===== config.mk =====
export PLATFORM = sky130hd
export DESIGN_NAME = fa_lru_tags
export DESIGN_NICKNAME = d
export VERILOG_FILES = /design/src/rtl/fa_lru_pkg.sv /design/src/rtl/fa_lru_tag_array.sv /design/src/rtl/fa_lru_stack.sv /design/src/rtl/fa_lru_counters.sv /design/src/rtl/fa_lru_tags.sv
export SDC_FILE = /design/constraint.sdc
export NUM_CORES = 2
export LEC_CHECK = 0
export ABC_CLOCK_PERIOD_IN_PS = 6400
export BUFFER_PORTS_ARGS = -buffer_cell sky130_fd_sc_hd__buf_2
export CAP_MARGIN = 40
export CORE_MARGIN = 5
export CORE_UTILIZATION = 35
export CTS_CLUSTER_DIAMETER = 30
export CTS_CLUSTER_SIZE = 16
export DETAILED_ROUTE_END_ITERATION = 10
export PLACE_DENSITY = 0.51
export SKIP_LAST_GASP = 1
export SLEW_MARGIN = 25
export SYNTH_ARGS = -nofsm -noshare
export SYNTH_HDL_FRONTEND = slang
export SYNTH_HIERARCHICAL = 1
export SYNTH_SLANG_ARGS = --single-unit

===== constraint.sdc =====
create_clock -name clk -period 6.4 [get_ports clk]
set_input_delay 0.32 -clock clk [delete_from_list [all_inputs] [get_ports clk]]
set_output_delay 0.32 -clock clk [all_outputs]
set_load 0.02 [all_outputs]

===== src/rtl/fa_lru_pkg.sv =====
package fa_lru_pkg;
  typedef enum logic [1:0] {
    OP_ACCESS = 2'd0,
    OP_PROBE  = 2'd1,
    OP_FILL   = 2'd2,
    OP_INVAL  = 2'd3
  } op_e;
endpackage


===== src/rtl/fa_lru_tag_array.sv =====
module fa_lru_tag_array #(
  parameter int N_ENTRIES = 16,
  parameter int TAG_W     = 28,
  localparam int IDX_W    = $clog2(N_ENTRIES)
) (
  input  logic             clk,
  input  logic             rst_n,
  input  logic [TAG_W-1:0] look_tag,
  output logic             look_hit,
  output logic [IDX_W-1:0] look_idx,
  input  logic             wr_en,
  input  logic [IDX_W-1:0] wr_idx,
  input  logic [TAG_W-1:0] wr_tag,
  input  logic             clr_en,
  input  logic [IDX_W-1:0] clr_idx
);
  logic [N_ENTRIES-1:0][TAG_W-1:0] tag_q;
  logic [N_ENTRIES-1:0]            vld_q;
  logic [N_ENTRIES-1:0]            match;

  for (genvar e = 0; e < N_ENTRIES; e++) begin : g_ent
    assign match[e] = vld_q[e] && (tag_q[e] == look_tag);

    always_ff @(posedge clk or negedge rst_n) begin
      if (!rst_n) begin
        tag_q[e] <= '0;
        vld_q[e] <= 1'b0;
      end else if (wr_en && wr_idx == IDX_W'(e)) begin
        tag_q[e] <= wr_tag;
        vld_q[e] <= 1'b1;
      end else if (clr_en && clr_idx == IDX_W'(e)) begin
        vld_q[e] <= 1'b0;
      end
    end
  end

  always_comb begin
    look_idx = '0;
    for (int e = N_ENTRIES - 1; e >= 0; e--) begin
      if (match[e]) look_idx = IDX_W'(e);
    end
  end
  assign look_hit = |match;

  // a fill never duplicates a present tag, so at most one entry matches
  p_unique_r7: assert property (@(posedge clk) disable iff (!rst_n) $onehot0(match));
endmodule


===== src/rtl/fa_lru_stack.sv =====
module fa_lru_stack #(
  parameter int N_ENTRIES = 16,
  localparam int IDX_W    = $clog2(N_ENTRIES)
) (
  input  logic             clk,
  input  logic             rst_n,
  input  logic [IDX_W-1:0] q_idx,
  output logic [IDX_W-1:0] q_pos,
  output logic [IDX_W-1:0] lru_idx,
  input  logic             mv_en,
  input  logic             mv_demote,
  input  logic [IDX_W-1:0] mv_idx,
  input  logic [IDX_W-1:0] mv_pos
);
  logic [N_ENTRIES-1:0][IDX_W-1:0] order_q, order_d;

  always_comb begin
    q_pos = '0;
    for (int p = 0; p < N_ENTRIES; p++) begin
      if (order_q[p] == q_idx) q_pos = IDX_W'(p);
    end
  end
  assign lru_idx = order_q[N_ENTRIES-1];

  always_comb begin
    order_d = order_q;
    if (mv_en && !mv_demote) begin
      order_d[0] = mv_idx;
      for (int q = 1; q < N_ENTRIES; q++) begin
        if (IDX_W'(q) <= mv_pos) order_d[q] = order_q[q-1];
      end
    end else if (mv_en) begin
      for (int q = 0; q < N_ENTRIES - 1; q++) begin
        if (IDX_W'(q) >= mv_pos) order_d[q] = order_q[q+1];
      end
      order_d[N_ENTRIES-1] = mv_idx;
    end
  end

  always_ff @(posedge clk or negedge rst_n) begin
    if (!rst_n) begin
      for (int p = 0; p < N_ENTRIES; p++) order_q[p] <= IDX_W'(p);
    end else begin
      order_q <= order_d;
    end
  end

  logic [N_ENTRIES-1:0] seen;
  always_comb begin
    seen = '0;
    for (int p = 0; p < N_ENTRIES; p++) seen[order_q[p]] = 1'b1;
  end

  p_perm_r2:  assert property (@(posedge clk) disable iff (!rst_n) seen == {N_ENTRIES{1'b1}});
  p_head_r4:  assert property (@(posedge clk) disable iff (!rst_n)
                mv_en && !mv_demote |=> order_q[0] == $past(mv_idx));
  p_tail_r8:  assert property (@(posedge clk) disable iff (!rst_n)
                mv_en && mv_demote |=> order_q[N_ENTRIES-1] == $past(mv_idx));
  p_still_r5: assert property (@(posedge clk) disable iff (!rst_n)
                !mv_en |=> $stable(order_q));
endmodule


===== src/rtl/fa_lru_counters.sv =====
module fa_lru_counters #(
  parameter int NCAP  = 4,
  parameter int CNT_W = 16
) (
  input  logic                  clk,
  input  logic                  rst_n,
  input  logic                  acc_en,
  input  logic [NCAP-1:0]       cap_hit,
  output logic [CNT_W-1:0]      acc_cnt,
  output logic [NCAP*CNT_W-1:0] hit_cnt,
  output logic [NCAP*CNT_W-1:0] miss_cnt
);
  logic [CNT_W-1:0] acc_q;

  always_ff @(posedge clk or negedge rst_n) begin
    if (!rst_n)      acc_q <= '0;
    else if (acc_en) acc_q <= acc_q + 1'b1;
  end
  assign acc_cnt = acc_q;

  for (genvar k = 0; k < NCAP; k++) begin : g_cap
    logic [CNT_W-1:0] hit_q, miss_q;

    always_ff @(posedge clk or negedge rst_n) begin
      if (!rst_n) begin
        hit_q  <= '0;
        miss_q <= '0;
      end else if (acc_en) begin
        if (cap_hit[k]) hit_q  <= hit_q + 1'b1;
        else            miss_q <= miss_q + 1'b1;
      end
    end
    assign hit_cnt[k*CNT_W +: CNT_W]  = hit_q;
    assign miss_cnt[k*CNT_W +: CNT_W] = miss_q;

    p_sum_r9: assert property (@(posedge clk) disable iff (!rst_n)
                CNT_W'(hit_q + miss_q) == acc_q);
  end
endmodule


===== src/rtl/fa_lru_tags.sv =====
module fa_lru_tags
  import fa_lru_pkg::*;
#(
  parameter int N_ENTRIES    = 16,
  parameter int BASE_ENTRIES = 2,
  parameter int ADDR_W       = 32,
  parameter int BLOCK_BYTES  = 16,
  parameter int CNT_W        = 16,
  localparam int IDX_W       = $clog2(N_ENTRIES),
  localparam int OFF_W       = $clog2(BLOCK_BYTES),
  localparam int TAG_W       = ADDR_W - OFF_W,
  localparam int NCAP        = $clog2(N_ENTRIES / BASE_ENTRIES) + 1
) (
  input  logic                  clk,
  input  logic                  rst_n,
  input  logic                  req_valid,
  output logic                  req_ready,
  input  logic [1:0]            req_op,
  input  logic [ADDR_W-1:0]     req_addr,
  output logic                  rsp_valid,
  input  logic                  rsp_ready,
  output logic                  rsp_hit,
  output logic [IDX_W-1:0]      rsp_idx,
  output logic [IDX_W-1:0]      rsp_victim,
  output logic [NCAP-2:0]       rsp_mask,
  output logic [CNT_W-1:0]      acc_cnt,
  output logic [NCAP*CNT_W-1:0] hit_cnt,
  output logic [NCAP*CNT_W-1:0] miss_cnt
);
  op_e              op;
  logic             fire;
  logic [TAG_W-1:0] look_tag;
  logic             lk_hit;
  logic [IDX_W-1:0] lk_idx, lk_pos, lru_idx;
  logic [NCAP-1:0]  cap_hit;
  logic             fill_alloc, inval_hit;
  logic             mv_en, mv_demote;
  logic [IDX_W-1:0] mv_idx, mv_pos;

  assign op        = op_e'(req_op);
  assign req_ready = !rsp_valid || rsp_ready;
  assign fire      = req_valid && req_ready;
  assign look_tag  = req_addr[ADDR_W-1:OFF_W];

  fa_lru_tag_array #(.N_ENTRIES(N_ENTRIES), .TAG_W(TAG_W)) u_tags (
    .clk      (clk),
    .rst_n    (rst_n),
    .look_tag (look_tag),
    .look_hit (lk_hit),
    .look_idx (lk_idx),
    .wr_en    (fire && fill_alloc),
    .wr_idx   (lru_idx),
    .wr_tag   (look_tag),
    .clr_en   (fire && inval_hit),
    .clr_idx  (lk_idx)
  );

  fa_lru_stack #(.N_ENTRIES(N_ENTRIES)) u_stack (
    .clk       (clk),
    .rst_n     (rst_n),
    .q_idx     (lk_idx),
    .q_pos     (lk_pos),
    .lru_idx   (lru_idx),
    .mv_en     (mv_en),
    .mv_demote (mv_demote),
    .mv_idx    (mv_idx),
    .mv_pos    (mv_pos)
  );

  // residency per capacity, judged on the position before this request moves it
  for (genvar k = 0; k < NCAP; k++) begin : g_res
    assign cap_hit[k] = lk_hit && (32'(lk_pos) < (BASE_ENTRIES << k));
  end

  assign fill_alloc = (op == OP_FILL) && !lk_hit;
  assign inval_hit  = (op == OP_INVAL) && lk_hit;
  assign mv_en      = fire && (((op == OP_ACCESS || op == OP_FILL) && lk_hit) ||
                               fill_alloc || inval_hit);
  assign mv_demote  = inval_hit;
  assign mv_idx     = fill_alloc ? lru_idx : lk_idx;
  assign mv_pos     = fill_alloc ? IDX_W'(N_ENTRIES - 1) : lk_pos;

  fa_lru_counters #(.NCAP(NCAP), .CNT_W(CNT_W)) u_cnt (
    .clk      (clk),
    .rst_n    (rst_n),
    .acc_en   (fire && op == OP_ACCESS),
    .cap_hit  (cap_hit),
    .acc_cnt  (acc_cnt),
    .hit_cnt  (hit_cnt),
    .miss_cnt (miss_cnt)
  );

  always_ff @(posedge clk or negedge rst_n) begin
    if (!rst_n) begin
      rsp_valid  <= 1'b0;
      rsp_hit    <= 1'b0;
      rsp_idx    <= '0;
      rsp_victim <= '0;
      rsp_mask   <= '0;
    end else if (fire) begin
      rsp_valid  <= 1'b1;
      rsp_hit    <= lk_hit;
      rsp_idx    <= fill_alloc ? lru_idx : lk_idx;
      rsp_victim <= lru_idx;
      rsp_mask   <= cap_hit[NCAP-2:0];
    end else if (rsp_ready) begin
      rsp_valid  <= 1'b0;
    end
  end

  p_hold_r3: assert property (@(posedge clk) disable iff (!rst_n)
               rsp_valid && !rsp_ready |=> rsp_valid &&
               $stable({rsp_hit, rsp_idx, rsp_victim, rsp_mask}));
  p_miss_nomask_r6: assert property (@(posedge clk) disable iff (!rst_n)
               rsp_valid && !rsp_hit |-> rsp_mask == '0);
  for (genvar i = 0; i < NCAP - 2; i++) begin : g_mono
    p_mono_r6: assert property (@(posedge clk) disable iff (!rst_n)
                 rsp_valid && rsp_mask[i] |-> rsp_mask[i+1]);
  end
endmodule


# After elaboration in Yosys (flattened, before gate mapping)
# Cells that the tools add are included.
# op_classes
addsub	9
magnitude_cmp	33
n_eq_ne	78
muxes	99
n_bitwise	4
reduce_logical	128
# op_table
cell	count
equality test 28 bit	16
2-to-1 mux 4 bit	62
adder 16 x 1 -> 16 bit (second input constant)	9
2-to-1 mux 64 bit	2
nonzero test 2 bit	33
equality test 4 bit (second input constant)	16
equality test 4 bit	15
logical AND 1 bit	60
AND reduction 3 bit	14
2-to-1 mux 1 bit	35
equality test 4 x 3 -> 1 bit (second input constant)	8
<= comparator 4 bit (first input constant)	8
inequality test 2 bit (second input constant)	15
>= comparator 4 bit (first input constant)	7
AND reduction 2 bit	10
equality test 4 x 2 -> 1 bit (second input constant)	4
>= comparator 3 x 4 -> 1 bit (first input constant)	4
<= comparator 3 x 4 -> 1 bit (first input constant)	4
OR reduction 16 bit	1
equality test 4 x 1 -> 1 bit (second input constant)	2
>= comparator 1 x 4 -> 1 bit (first input constant)	2
>= comparator 2 x 4 -> 1 bit (first input constant)	2
<= comparator 2 x 4 -> 1 bit (first input constant)	2
logical NOT 4 bit	2
other kinds (9)	18
# totals
register_bits	685
output_inout_bits	158
wordCells	413

# Depth between registers and ports, before layout
# depth
depth_word	39
mapped_depth	24
mapped_depth_nobuf	19

# Cells and area by module
# The synthesis kept the hierarchy.
# by_module_without_submodules
module	n_inst	cells_each	area_each_um2	seq_area_each_um2
fa_lru_tag_array	1	1755	22804.4	11611.1
fa_lru_counters	1	524	6374.9	3603.5
fa_lru_stack	1	434	4286.6	1641.6
fa_lru_tags	1	49	643.1	325.3

# Least setup slack after synthesis
# No wires, ideal clock.
# synth_path
kind	input to register
startpoint	in req_addr[26]
endpoint	reg u_cnt.g_cap[0].hit_q[13]
t_arrival_ns	4.828
t_required_ns	6.271
path_slack_ns	1.443
path_stages	20
path_buffers	3
cell_sequence	buf_4 > xnor2_1 > nand4_1 > or4_1 > nor4_2 > nand2b_1 > nor3_1 > nor3_1 > buf_6 > buf_12 > xor2_1 > nor4_2 > nor4_1 > nand4_1 > nor3b_1 > and2b_1 > nand4_1 > nor4_2 > nand3_1 > xnor2_1
# synth_between
elab_cells_between_ends	82
cone_classes	order compare: 1; eq/ne: 31; mux: 31; reduce/logical: 19
# synth_rtl
item	line	text
start: declaration	fa_lru_tags.sv:19	input logic [ADDR_W-1:0] req_addr,
equality test 28 bit	fa_lru_tag_array.sv:22	assign match[e] = vld_q[e] && (tag_q[e] == look_tag);
logical AND 1 bit	fa_lru_tag_array.sv:22	
2-to-1 mux 4 bit (15 in a row)	fa_lru_tag_array.sv:40	if (match[e]) look_idx = IDX_W'(e);
2-to-1 mux 4 bit (*)	fa_lru_tag_array.sv:40	
net lk_idx[3]	fa_lru_tags.sv:34	logic [IDX_W-1:0] lk_idx, lk_pos, lru_idx;
equality test 4 bit	fa_lru_stack.sv:20	if (order_q[p] == q_idx) q_pos = IDX_W'(p);
2-to-1 mux 4 bit (12 in a row)	fa_lru_stack.sv:20	
2-to-1 mux 4 bit (*)	fa_lru_stack.sv:20	
net lk_pos[3]	fa_lru_tags.sv:34	
less-than comparator 4 x 2 -> 1 bit (*)	fa_lru_tags.sv:72	assign cap_hit[k] = lk_hit && (32'(lk_pos) < (BASE_ENTRIES << k));
logical AND 1 bit (*)	fa_lru_tags.sv:72	
net cap_hit[0]	fa_lru_tags.sv:35	logic [NCAP-1:0] cap_hit;
AND reduction 2 bit (no source line) (*)	--	
end signal: assignment	fa_lru_counters.sv:29	if (cap_hit[k]) hit_q <= hit_q + 1'b1;
end: declaration	fa_lru_counters.sv:22	logic [CNT_W-1:0] hit_q, miss_q;
# The timed path passes the listed nets; every way through them passes the cells marked *.
# A chain may end at the register's enable or synchronous reset.

# Final worst setup path
# layout_path
startpoint	reg u_tags/tag_q[446] (netlist bit)
endpoint	reg u_stack/order_q[56] (netlist bit)
# layout_between
elab_cells_between_ends	66
cone_classes	order compare: 2; eq/ne: 17; mux: 33; reduce/logical: 14
# layout_rtl
item	line	text
start: declaration	fa_lru_tag_array.sv:17	logic [N_ENTRIES-1:0][TAG_W-1:0] tag_q;
start signal: indexed assignment	fa_lru_tag_array.sv:29	tag_q[e] <= wr_tag;
equality test 28 bit (*)	fa_lru_tag_array.sv:22	
logical AND 1 bit (*)	fa_lru_tag_array.sv:22	
2-to-1 mux 4 bit (*) (16 in a row)	fa_lru_tag_array.sv:40	
net lk_idx[1]	fa_lru_tags.sv:34	
equality test 4 bit	fa_lru_stack.sv:20	
2-to-1 mux 4 bit (13 in a row)	fa_lru_stack.sv:20	
2-to-1 mux 4 bit (*)	fa_lru_stack.sv:20	
net lk_pos[1]	fa_lru_tags.sv:34	
2-to-1 mux 4 bit (*)	fa_lru_tags.sv:81	assign mv_pos = fill_alloc ? IDX_W'(N_ENTRIES - 1) : lk_pos;
net mv_pos[1]	fa_lru_tags.sv:38	logic [IDX_W-1:0] mv_idx, mv_pos;
<= comparator 4 bit or >= comparator 4 bit (tied branches)	fa_lru_stack.sv:30, fa_lru_stack.sv:34	
inequality test 2 bit (no source line) or nonzero test 2 bit (tied branches)	--	
AND reduction 3 bit (no source line) (*)	--	
end signal: assignment	fa_lru_stack.sv:44	order_q <= order_d;
end: declaration	fa_lru_stack.sv:15	logic [N_ENTRIES-1:0][IDX_W-1:0] order_q, order_d;
# Marked as above.

==> results.ini <==
[power_and_ir_drop]
pwr_density_cell_nw_per_um2=352
max-vdd-ir-drop_mv=0.212
p_leak_nw=20.2

[sta]
hold_violations=0
finalWorstSetupSlack_ns=0.590
max_freq_mhz=172
fin_crit_sh=0.908
hold_slack_ns=0.0548
setup_viol=0
slew_headroom=0.460
rsz0062_at_grt=no
slew_violations=0
fin_crit_ns=5.81
finalSetupTns_ns=0
tightest_slew_ns=0.810
clock_skew_ns=0.0517

[route]
drtAntennaViolNets=0
drc=0
routed_wl_um=92900
routedWlPerCell_um=20.6
firstDrtPassIters=7
viasPerCell=4.99
vias=22600
drt_iter0_drc=1374

[logic_synthesis]
synth-seq-cells=685
async_flop_share=1.00
synth_cells=2762
seq_area_frac_synth=0.504
synth.distinct_cells=75
synth_edf_count=0
synth_area_um2=34100
ys.warnings.count=6
avgSynthCellArea_um2=12.3
synth_top_flop_cell=dfrtp_1
syn_nets=2809

[layout]
finish.utilization=0.449
area_delta_synth_final_pct=27.2
fin_nets=3146
final_common_cell=dfrtp_1
final_cell_mix=dfrtp_1 (653), mux2_2 (471), xnor2_1 (411)
drive_gt1_frac=0.363
fin_cells=4520
antenna_cells=0
nFillCells=8744

[floorplanning]
core_area_um2=96700
row_count=114
num_io_pins=196
dieHeight_um=322
dieArea_um2=104000
fp.dieW_um=322
start_util=0.353

[clock_network]
clock_latency_ns=0.75
cts_root_buf=clkbuf_16
cts_resized=0
cts_htree_levels=4
clk_pin_slew_ns=0.04
cts_sinks=685
cts_tree=yes
cts_buffers=175
clock_path_buffers=3

[critical_path]
cp-end-kind=flip-flop
max_stage_delay_ns=0.72
r2r_end=u_stack/order_q[56]
crit_start=u_tags/tag_q[446]
r2r-start=u_tags/tag_q[446]
slowest_stage=a31oi_4
start_kind=flip-flop
worst-path-max-fanout=15
crit_type=reg2reg
reg2regPathDepth=17
rrSetupSlack_ns=0.59
crit_chain=xor2_1 > nor4_1 > nand4_1 > nor3_1 > o211ai_1 > a31oi_1 > o21ai_1 > a31oi_4 > xor2_1 > nor4_1 > nor2b_1 > a211oi_1 > o21ai_1 > or2_2 > and3_1 > o211ai_1 > o21ai_0
worstPathArrival_ns=6.39
required_ns=6.98
crit_end=u_stack/order_q[56]

[global_route]
grt_pass1_vias=23800
gr-total-overflow=0
grt_pass1_wl_um=143000
antenna_found_initial=6
grt_max_degree=177
grt_use_total=0.177

[run_status]
status=finished, final reports clean

[placement]
routabilityCongestion=0.780
hpwl_um=61500
io_buffers=191
pre_cts_slack_ns=0.321
dp_cells=4187

[job]
drv_cap=0

[hold_path]
hold_path.class=in2reg

-- worst min-delay path by stage --
| stage | start | slack [ns] | depth (start not counted) | endpoint |
|---|---|---|---|---|
| 5_1_grt | req_addr[14] | 0.02 | 2 | u_tags/tag_q[290] |
| 3_5_place_dp | rst_n | 0.27 | 1 | u_cnt/g_cap[1].miss_q[12] |
| 2_1_floorplan | rst_n | 0.02 | 0 | rsp_hit |
| 3_3_place_gp | rst_n | 0.26 | 1 | u_cnt/g_cap[1].miss_q[8] |
| 4_1_cts | req_addr[29] | 0.004 | 2 | u_tags/tag_q[137] |
| 6_report | req_addr[14] | 0.05 | 2 | u_tags/tag_q[290] |
-- metal layers --
metal | GRT usage | share of wire | up-vias
li1 | - | - | 10400
met3 | 0.0407 | 0.048 | 141
met5 | 0 | 0 | -
met1 | 0.237 | 0.46 | 11500
met2 | 0.290 | 0.48 | 536
met4 | 0.0527 | 0.019 | 0
-- cell families after synthesis --
logic type                 Yosys count  synth area share
muxes                              535             0.174
adders and majority gates            9           0.00330
and+or+nand+nor                    574            0.0965
AOI/OAI and AO/OA                  150            0.0270
DFF                                685             0.504
buffers and inverters              176            0.0318
xor gates and xnor gates           633             0.163
-- flip-flops by register name (all words and copies together) (netlist names), 16 cells and up --
| register | flops |
|---|---|
| u_tags/tag_q | 448 |
| u_cnt/g_cap.hit_q | 64 |
| u_stack/order_q | 60 |
| u_cnt/g_cap.miss_q | 64 |
| u_tags/vld_q | 16 |
| u_cnt/acc_cnt | 16 |
-- through the flow --
| step | cell area [µm²] | total power, W |
|---|---|---|
| 4_1_cts | 43300 | 0.0155 |
| 2_1_floorplan | 34100 | 0.00554 |
| 6_report | 43400 | 0.0153 |
| 3_5_place_dp | 36800 | 0.00603 |
| 3_3_place_gp | 36800 | 0.00599 |
| 5_1_grt | 43400 | 0.0159 |
-- power breakdown --
part	internal [W]	switching, W	leakage, nW
registers	0.00458	0.000247	9.28
logic	0.000467	0.000671	7.79
clock network	0.00659	0.00273	3.10
total	0.0116	0.00365	20.2
-- critical path: cells and delay by family (launching register included) --
kind            cells  cell delay, ns
flops               1            0.38
xor+xnor            2            0.28
simple gates        7            2.62
compound gates      8            2.37
-- synth_stat cells, types with 10 or more instances --
cell / count / area [µm²]
dfrtp_1: 653 / 16300
mux2_2: 471 / 5300
xnor2_1: 411 / 3600
xor2_1: 218 / 1910
nand2_1: 143 / 537
nand4_1: 117 / 732
o21ai_0: 78 / 390
mux2i_1: 64 / 641
nand3_1: 62 / 310
nor2_1: 59 / 221
nor4_1: 56 / 350
buf_2: 54 / 270
clkbuf_1: 46 / 173
dfstp_2: 32 / 841
buf_4: 26 / 195
buf_6: 22 / 248
a21oi_1: 19 / 95.1
nor3_1: 18 / 90.1
and3_1: 17 / 106
inv_1: 15 / 56.3
nand2b_1: 15 / 93.8
o21ai_1: 15 / 75.1
and4_1: 10 / 87.6
nor2b_1: 10 / 62.6
-- what timing repair did --
action,CTS,global route
buffers inserted,0,0
hold buffers,7,0
endpoints found under the hold margin,72,0
-- layout make-up --
cell class | instances | area (µm²) | area share
clock inverter | 86 | 1380 | 0.0318
tap | 1276 | 1600 | 0.0368
timing repair buffer | 320 | 2270 | 0.0522
clock buffer | 236 | 4980 | 0.115
multi-input combinational | 1901 | 15900 | 0.367
sequential | 685 | 17200 | 0.396
inverter | 16 | 60.1 | 0.00138
(Power assumes the default switching activity.)
